**config.mk**
```make
export PLATFORM = sky130hd
export DESIGN_NAME = rle_table_lookup
export DESIGN_NICKNAME = d
export VERILOG_FILES = /design/src/rtl/rle_lookup_pkg.sv /design/src/rtl/rle_entry_decode.sv /design/src/rtl/rle_free_counter.sv /design/src/rtl/rle_scan_fsm.sv /design/src/rtl/rle_table_lookup.sv
export SDC_FILE = /design/constraint.sdc
export NUM_CORES = 1
export LEC_CHECK = 0
export CAP_MARGIN = 0
export CORE_MARGIN = 10
export CORE_UTILIZATION = 60
export CTS_CLUSTER_SIZE = 28
export DETAILED_ROUTE_END_ITERATION = 8
export DONT_BUFFER_PORTS = 1
export PLACE_DENSITY_LB_ADDON = 0.3
export SKIP_CTS_REPAIR_TIMING = 1
export SYNTH_ARGS = -nofsm -noshare
export SYNTH_HDL_FRONTEND = slang
export SYNTH_SLANG_ARGS = --single-unit
```
**constraint.sdc**
```tcl
create_clock -name clk -period 6.3 [get_ports clk]
set_input_delay 1.26 -clock clk [delete_from_list [all_inputs] [get_ports clk]]
set_output_delay 1.26 -clock clk [all_outputs]
set_load 0.05 [all_outputs]
```
**src/rtl/rle_lookup_pkg.sv**
```systemverilog
package rle_lookup_pkg;

    localparam int ENTRY_W  = 10;
    localparam int RUN_FLAG = 9;
    localparam int SEL_BIT  = 8;
    localparam int FIELD_W  = 8;

    typedef enum logic [2:0] {
        S_IDLE,
        S_HALF,
        S_ISSUE,
        S_DECODE,
        S_DONE
    } scan_state_t;

    typedef enum logic [1:0] {
        K_ZERO,
        K_ONE,
        K_SMALL,
        K_LARGE
    } res_kind_t;

endpackage

```
**src/rtl/rle_entry_decode.sv**
```systemverilog
module rle_entry_decode
    import rle_lookup_pkg::*;
(
    input  logic [ENTRY_W-1:0] entry,
    output logic               is_run,
    output logic               sel,
    output logic [FIELD_W-1:0] field
);

    always_comb begin
        is_run = entry[RUN_FLAG];
        sel    = entry[SEL_BIT];
        field  = entry[FIELD_W-1:0];
    end

endmodule

```
**src/rtl/rle_free_counter.sv**
```systemverilog
module rle_free_counter #(
    parameter int W = 6
) (
    input  logic         clk,
    input  logic         rst_n,
    output logic [W-1:0] count
);

    always_ff @(posedge clk or negedge rst_n) begin
        if (!rst_n) count <= '0;
        else        count <= count + 1'b1;
    end

endmodule

```
**src/rtl/rle_scan_fsm.sv**
```systemverilog
module rle_scan_fsm
    import rle_lookup_pkg::*;
#(
    parameter int DEPTH  = 15360,
    parameter int ADDR_W = 10,
    parameter int IDX_W  = 16
) (
    input  logic               clk,
    input  logic               rst_n,
    input  logic               byte_valid,
    input  logic [7:0]         byte_in,
    input  logic               ent_run,
    input  logic               ent_sel,
    input  logic [FIELD_W-1:0] ent_field,
    output logic [ADDR_W-1:0]  ptr,
    output logic               busy,
    output logic               done,
    output logic               err,
    output res_kind_t          kind,
    output logic [FIELD_W-1:0] lit_byte
);

    localparam int POS_W = IDX_W + 1;

    scan_state_t        state_q, state_d;
    logic [7:0]         hi_q;
    logic [IDX_W-1:0]   idx_q;
    logic [POS_W-1:0]   pos_q;
    logic [ADDR_W-1:0]  ptr_q;
    logic               err_q;
    res_kind_t          kind_q;
    logic [FIELD_W-1:0] byte_q;
    logic [IDX_W-1:0]   new_idx;
    logic               out_range;
    logic [POS_W-1:0]   run_end;
    logic               hit;

    always_comb begin
        new_idx   = {hi_q, byte_in};
        out_range = ({1'b0, new_idx} >= POS_W'(DEPTH));
        run_end   = pos_q + POS_W'(ent_field);
        if (ent_run) hit = ({1'b0, idx_q} < run_end);
        else         hit = ({1'b0, idx_q} == pos_q);
    end

    always_comb begin
        state_d = state_q;
        unique case (state_q)
            S_IDLE:   if (byte_valid) state_d = S_HALF;
            S_HALF:   if (byte_valid) state_d = out_range ? S_DONE : S_ISSUE;
            S_ISSUE:  state_d = S_DECODE;
            S_DECODE: state_d = hit ? S_DONE : S_ISSUE;
            S_DONE:   state_d = S_IDLE;
            default:  state_d = S_IDLE;
        endcase
    end

    always_ff @(posedge clk or negedge rst_n) begin
        if (!rst_n) state_q <= S_IDLE;
        else        state_q <= state_d;
    end

    always_ff @(posedge clk or negedge rst_n) begin
        if (!rst_n) begin
            hi_q   <= '0;
            idx_q  <= '0;
            pos_q  <= '0;
            ptr_q  <= '0;
            err_q  <= 1'b0;
            kind_q <= K_ZERO;
            byte_q <= '0;
        end else begin
            unique case (state_q)
                S_IDLE: if (byte_valid) hi_q <= byte_in;
                S_HALF: if (byte_valid) begin
                    idx_q  <= new_idx;
                    pos_q  <= '0;
                    ptr_q  <= '0;
                    err_q  <= out_range;
                    kind_q <= K_ZERO;
                    byte_q <= '0;
                end
                S_DECODE: begin
                    if (hit) begin
                        if (ent_run) begin
                            kind_q <= ent_sel ? K_ONE : K_ZERO;
                        end else begin
                            kind_q <= ent_sel ? K_LARGE : K_SMALL;
                            byte_q <= ent_field;
                        end
                    end else begin
                        pos_q <= ent_run ? run_end : pos_q + 1'b1;
                        ptr_q <= ptr_q + 1'b1;
                    end
                end
                default: ;
            endcase
        end
    end

    always_comb begin
        ptr      = ptr_q;
        busy     = (state_q == S_ISSUE) || (state_q == S_DECODE);
        done     = (state_q == S_DONE);
        err      = (state_q == S_DONE) && err_q;
        kind     = kind_q;
        lit_byte = byte_q;
    end

    // the address must not move while its read data is being judged
    p_decode_addr_stable_r7: assert property (@(posedge clk) disable iff (!rst_n)
        (state_q == S_DECODE) |-> $stable(ptr_q));

    // once busy, the block stays busy until a result appears
    p_busy_until_valid_r6: assert property (@(posedge clk) disable iff (!rst_n)
        busy |=> (busy || done));

    // valid is a one-cycle pulse followed by a non-busy cycle
    p_valid_pulse_r8: assert property (@(posedge clk) disable iff (!rst_n)
        done |=> (!done && !busy));

endmodule

```
**src/rtl/rle_table_lookup.sv**
```systemverilog
module rle_table_lookup
    import rle_lookup_pkg::*;
#(
    parameter int DEPTH  = 15360,
    parameter int ADDR_W = 10,
    parameter int LOW_W  = 6
) (
    input  logic               clk,
    input  logic               rst_n,
    input  logic               byte_valid,
    input  logic [7:0]         byte_in,
    output logic [ADDR_W-1:0]  rom_addr,
    input  logic [ENTRY_W-1:0] rom_data,
    output logic               busy,
    output logic               result_valid,
    output logic [15:0]        result,
    output logic               result_err
);

    localparam int RES_W = 2 + FIELD_W + LOW_W;

    logic               ent_run;
    logic               ent_sel;
    logic [FIELD_W-1:0] ent_field;
    logic [LOW_W-1:0]   noise;
    res_kind_t          kind;
    logic [FIELD_W-1:0] lit_byte;
    logic               done;
    logic               err;

    rle_entry_decode u_dec (
        .entry  (rom_data),
        .is_run (ent_run),
        .sel    (ent_sel),
        .field  (ent_field)
    );

    rle_free_counter #(.W(LOW_W)) u_cnt (
        .clk   (clk),
        .rst_n (rst_n),
        .count (noise)
    );

    rle_scan_fsm #(.DEPTH(DEPTH), .ADDR_W(ADDR_W), .IDX_W(16)) u_fsm (
        .clk        (clk),
        .rst_n      (rst_n),
        .byte_valid (byte_valid),
        .byte_in    (byte_in),
        .ent_run    (ent_run),
        .ent_sel    (ent_sel),
        .ent_field  (ent_field),
        .ptr        (rom_addr),
        .busy       (busy),
        .done       (done),
        .err        (err),
        .kind       (kind),
        .lit_byte   (lit_byte)
    );

    always_comb begin
        result_valid = done;
        result_err   = err;
        unique case (kind)
            K_ZERO:  result = '0;
            K_ONE:   result = 16'd1;
            K_SMALL: result = {{(16-FIELD_W){1'b0}}, lit_byte};
            K_LARGE: result = 16'({2'b01, lit_byte, noise});
            default: result = '0;
        endcase
    end

    // an out-of-range query reports a zero value
    p_err_result_zero_r5: assert property (@(posedge clk) disable iff (!rst_n)
        result_err |-> (result_valid && result == 16'd0));

    // the top result bit never appears on a valid result
    p_msb_clear_r4: assert property (@(posedge clk) disable iff (!rst_n)
        result_valid |-> !result[15]);

    initial begin
        assert (RES_W == 16) else $error("field widths must add to 16");
    end

endmodule

```
# Word-level counts from Yosys, hierarchy flattened

Cells that the tools add are included.

Flip-flop bits (word level): 71
Bits of input ports: 21
Output and inout port bits: 29
Logic and storage cells: 63

Add/subtract/negate cells: 4
$lt $le $gt $ge: 2
Equality and inequality tests: 13
Muxes and demuxes: 24
Reductions and logical operators: 11

Operators by type and width:

| cell                                                                                  | count |
|---|---|
| 16-bit case mux with 4 select lines                                                   | 1 |
| 17-bit two-way mux                                                                    | 3 |
| 17-bit case mux with 2 select lines                                                   | 1 |
| 8-bit two-way mux                                                                     | 3 |
| 10-bit two-way mux                                                                    | 2 |
| 10-bit case mux with 2 select lines                                                   | 1 |
| 17-bit by 1-bit adder with 17-bit output, second input constant                       | 1 |
| 17-bit by 8-bit adder with 17-bit output                                              | 1 |
| 16-bit by 17-bit == test with 1-bit output                                            | 1 |
| 16-bit by 17-bit less-than comparator with 1-bit output                               | 1 |
| 16-bit by 14-bit greater-or-equal comparator with 1-bit output, second input constant | 1 |
| 8-bit case mux with 2 select lines                                                    | 1 |
| 3-bit two-way mux                                                                     | 4 |
| 3-bit case mux with 4 select lines                                                    | 1 |
| 10-bit by 1-bit adder with 10-bit output, second input constant                       | 1 |
| 2-bit != test, second input constant                                                  | 4 |
| 6-bit by 1-bit adder with 6-bit output, second input constant                         | 1 |
| 3-bit by 2-bit == test with 1-bit output, second input constant                       | 2 |
| 2-bit two-way mux                                                                     | 3 |
| 2-bit AND reduction                                                                   | 3 |
| 3-bit AND reduction                                                                   | 2 |
| 2-bit == test, second input constant                                                  | 2 |
| 2-bit case mux with 2 select lines                                                    | 1 |
| 4-bit AND reduction                                                                   | 1 |
| other kinds (10)                                                                      | 12 |

# Longest topological paths before layout

Word-level depth: 5
Depth in mapped cells: 18
Mapped depth without buffers: 15

# Hierarchy

Synthesis repeated with hierarchy kept, for this count alone.

Cell total of the unflattened synthesis: 476
Area total of the unflattened synthesis: 4,558.1 µm²

Modules (own cells, without submodules):

| module           | instances | cells an instance | area an instance (µm²) | seq. area each (µm²) |
|---|---|---|---|---|
| rle_scan_fsm     | 1         | 422               | 4,031.4                | 1,626.6 |
| rle_free_counter | 1         | 15                | 227.7                  | 150.1 |
| rle_table_lookup | 1         | 29                | 224.0                  | 0.0 |
| rle_entry_decode | 1         | 10                | 75.1                   | 0.0 |

# Worst setup path after synthesis

No wires, ideal clock.

Path type: in2reg
Start: input port rom_data[0]
End: register u_fsm.pos_q[9]
Arrival: 4.476 ns
Slack: 1.698 ns
Cell stages on the path: 16
Buffers on the path: 2
Cells stage by stage: ha_1 -> fa_1 -> a211oi_2 -> o21bai_1 -> a21oi_1 -> xor2_1 -> ha_1 -> and4_1 -> a2111oi_0 -> o211ai_1 -> o21ai_1 -> o21ba_1 -> buf_6 -> buf_6 -> nor2_1 -> a221o_1

Cells in the longest elaborated chain, start to end: 5

Ends and longest elaborated chain:

| what                                                    | RTL line               | text |
|---|---|---|
| start, declared                                         | rle_table_lookup.sv:13 | `input logic [ENTRY_W-1:0] rom_data,` |
| 17-bit by 8-bit adder with 17-bit output *              | rle_scan_fsm.sv:41     | `run_end = pos_q + POS_W'(ent_field);` |
| 16-bit by 17-bit less-than comparator with 1-bit output | rle_scan_fsm.sv:42     | `if (ent_run) hit = ({1'b0, idx_q} < run_end);` |
| 1-bit two-way mux                                       | rle_scan_fsm.sv:42     |  |
| 2-bit != test (no source line)                          | -                      |  |
| 3-bit AND reduction (no source line)                    | -                      |  |
| end signal, assigned                                    | rle_scan_fsm.sv:92     | `pos_q <= ent_run ? run_end : pos_q + 1'b1;` |
| end, declared                                           | rle_scan_fsm.sv:28     | `logic [POS_W-1:0] pos_q;` |

Every way passes the cells marked *; elsewhere a longest branch is shown, timed or not. The select of a mux whose other input is x is not followed.
A chain may end at the register's enable or synchronous reset.

# Worst setup path in the final report

Start: input port rom_data[0]
End: register u_fsm.ptr_q[2] (netlist: u_fsm.ptr[2])

Cells in the longest elaborated chain, start to end: 5

Ends and longest elaborated chain:

| what                                                    | RTL line           | text |
|---|---|---|
| 17-bit by 8-bit adder with 17-bit output                | rle_scan_fsm.sv:41 |  |
| 16-bit by 17-bit less-than comparator with 1-bit output | rle_scan_fsm.sv:42 |  |
| 1-bit two-way mux                                       | rle_scan_fsm.sv:42 |  |
| 2-bit != test (no source line)                          | -                  |  |
| 3-bit AND reduction (no source line)                    | -                  |  |
| end signal, assigned                                    | rle_scan_fsm.sv:93 | `ptr_q <= ptr_q + 1'b1;` |
| end, declared                                           | rle_scan_fsm.sv:29 | `logic [ADDR_W-1:0] ptr_q;` |

No other way between the ends.

==> metrics.md <==
| Metric | Value |
|---|---|
| Vias/cell | 6.285 |
| CTS Buf Count | 9 |
| Post-synth top area share | 38.14% |
| Final period utilization | roughly four fifths |
| Initial antenna violation count | 0 |
| Async S/R FF share, synth | 100.0% |
| Max H-tree Level | 3 |
| Max VDD drop | 0.2527 mV |
| DR WL/cell | between 15 and 20 um |
| CP required | 6560 ps |
| Clock Sinks | slightly above 70 |
| Reg2reg start | u_fsm.pos_q[0] |
| Reg2Reg Capture Point | u_fsm.ptr[2] |
| Fin worst setup slack | 1151 ps |
| RD Place Congestion | 1.005 |
| Rel. slew slack | 21.72% |
| Grt total ovfl | 0 |
| CP endpoint kind | register |
| Max Clk Rate | 0.1942 GHz |
| Post-synthesis cell count | 520 |
| Setup-failing EPs final | 0 |
| Final #Nets | around 550 |
| Max Cap Viol | 0 |
| PortBufs | 0 |
| Crit path DAT | around 5400 ps |
| Setup TNS | 0 ps |
| Dpl ws | around 870 ps |
| Cell area after synthesis | 4658 um2 |
| Synth area leaders | dfrtp_1 38%, nand2_1 7.5%, ha_1 7.0%, xor2_1 4.5%, o21ai_0 3.5% |
| Initial drt markers | 275 |
| GRT Total Usage | between 10% and 20% |
| R2R Setup Slk | 1560 ps |
| Fin Clk Skew | about 8.5 ps |
| Ys flop type | dfrtp_1 |
| RSZ-0062 raised after global routing | no |
| CP Launch Point | rom_data[0] |
| PwrDens | 396.7 nW/um2 |
| Fillers | between 600 and 700 |
| Yosys cell types | 64 |
| #FFs+latches synth | 71 |
| Worst-Skew Late Latency | 360 ps |
| Site row count | 32 |
| DRC viols | 0 |
| Die Height | 108.1 um |
| Core area | 7647 um2 |
| P&R area growth vs syn | 2.981% |
| Clock Path Buffers | 2 |
| Crit path to | u_fsm.ptr[2] |
| Register area share after synthesis | 38.14% |
| Number of global-route vias before repair | 3573 |
| Worst slew pin tran | 1169 ps |
| CTS tree | done |
| Lkg Pwr | 2.144 nW |
| Post-route ant nets | 0 |
| Syn Nets | between 500 and 600 |
| Largest net degree at the start of global routing | 72 |
| Reg clk slew, reported paths | 80 ps |
| DIE AREA | 11690 um2 |
| Post-Syn Area per Cell | 8.958 um2 |
| Tmin final | 5149 ps |
| Worst Hold Margin | 472.4 ps |
| Final-report max-slew violation count | 0 |
| Routed WL | 11.38 mm |
| Run status | finished clean |
| Total number of vias | 3821 |
| Final Hold Viols | 0 |
| Crit start category | input port |
| Chip width | 108.1 um |
| Synth warnings | 0 |
| Reg2Reg Depth | 15 |
| Commonest cells post-synth | 93 x nand2_1, 71 x dfrtp_1, 33 x o21ai_0 |
| Pre-antenna DRT Iters | 5 |
| DP HPWL | 8.221 mm |
| EDFF count, synth | 0 |
| Clock root cell | clkbuf_8 |
| Share of layout cells above drive strength 1 | 7.510% |
| Crit Path Category | in2reg |
| Wire length of the first global-routing pass | 18.56 mm |
| Worst hold-check path type | reg2reg |
| Most common cell in the synthesized netlist | nand2_1 |
| Largest area contributor in the netlist | dfrtp_1 |
| Ant diodes | 0 |
| Placed Instances | 592 |
| Post-Layout Cell Count | 608 |
| I/O pins | 50 |
| Starting Density | 60.91% |
| CP Max Fanout | 20 |
[registers in the layout (all words and copies together), names as in the netlist]
signal / cells
u_cnt.count: 6
u_fsm.err_q: 1
u_fsm.hi_q: 8
u_fsm.idx_q: 16
u_fsm.kind: 2
u_fsm.lit_byte: 8
u_fsm.pos_q: 17
u_fsm.ptr: 10
u_fsm.state_q: 3
[cells by family (layout without fill, tap and decap cells)]
logic type / after synthesis / after routing / share of synthesized area (%)
and+or+nand+nor: 212 / 212 / 22.48
AOI/OAI and AO/OA: 121 / 121 / 17.24
muxes: 16 / 16 / 3.653
adders and majority gates: 27 / 27 / 7.413
buffers and inverters: 36 / 22 / 4.217
other: 1 / 1 / 0.08050
xor gates and xnor gates: 36 / 36 / 6.769
DFF: 71 / 71 / 38.14
[area by class of cell]
type / instances / area, um2 / share of cell area [%]
Inverter: 5 / 18.77 / 0.3912
Timing Repair Buffer: 1 / 7.507 / 0.1565
Sequential cell: 71 / 1777 / 37.04
Multi-Input combinational cell: 413 / 2690 / 56.08
Tap cell: 102 / 127.6 / 2.660
Clock inverter: 3 / 17.52 / 0.3652
Clock buffer: 13 / 158.9 / 3.312
[critical path, cell delays in order]
cell and delay, ps:
ha_1 210, fa_1 440, a211oi_2 270, o21bai_1 110, a21oi_1 190, xor2_1 300, ha_1 310, and4_1 210
a2111oi_0 430, o211ai_1 150, o21ai_1 250, o21ba_1 620, buf_4 340, o21ai_0 120, a21oi_1 190
[per-layer routing]
metal / track usage (%) / share of wire, % / vias up
met3: 5.592 / 8.5 / 16
met4: 6.966 / 1.5 / 0
met5: 0 / 0 / -
met2: 31.38 / 47 / 148
met1: 25.21 / 43 / 1837
li1: - / - / 1820
[per-stage QoR]
stage	util (%)	power, mW	cell area [um2]
2_1_floorplan	-	1.383	4658
3_3_place_gp	60.42	1.524	4621
3_5_place_dp	60.42	1.560	4621
4_1_cts	62.73	1.901	4797
5_1_grt	62.73	2.047	4797
6_report	62.73	1.903	4797
[where the power goes]
| part | leakage [nW] | internal [mW] | total (mW) | switching, mW |
|---|---|---|---|---|
| sequential | 0.927 | 0.572 | 0.748 | 0.176 |
| clock | 0.0894 | 0.163 | 0.333 | 0.170 |
| combinational | 1.13 | 0.331 | 0.821 | 0.490 |
| total | 2.14 | 1.07 | 1.90 | 0.836 |
[worst min-delay path by stage]
| stage | startpoint | end | slack, ps | depth (start not counted) |
|---|---|---|---|---|
| after global placement | u_fsm.hi_q[0] | u_fsm.idx_q[8] | 450 | 2 |
| after floorplan | u_fsm.hi_q[0] | u_fsm.idx_q[8] | 430 | 2 |
| after detailed placement | u_cnt.count[5] | u_cnt.count[5] | 470 | 1 |
| after CTS | u_cnt.count[5] | u_cnt.count[5] | 480 | 1 |
| after global routing | u_cnt.count[5] | u_cnt.count[5] | 510 | 1 |
| final | u_cnt.count[5] | u_cnt.count[5] | 470 | 1 |
[cell usage in the layout, fill, tap and decap left out, drive strengths merged, types with 12 or more instances in the layout]
cell type  instances
nand3             15
dfrtp             71
xor2              24
nand2             93
nor2              28
clkbuf            13
ha                26
a21oi             23
o31ai             21
o21ai             36
xnor2             12
and3              14
(Power assumes the default switching activity.)
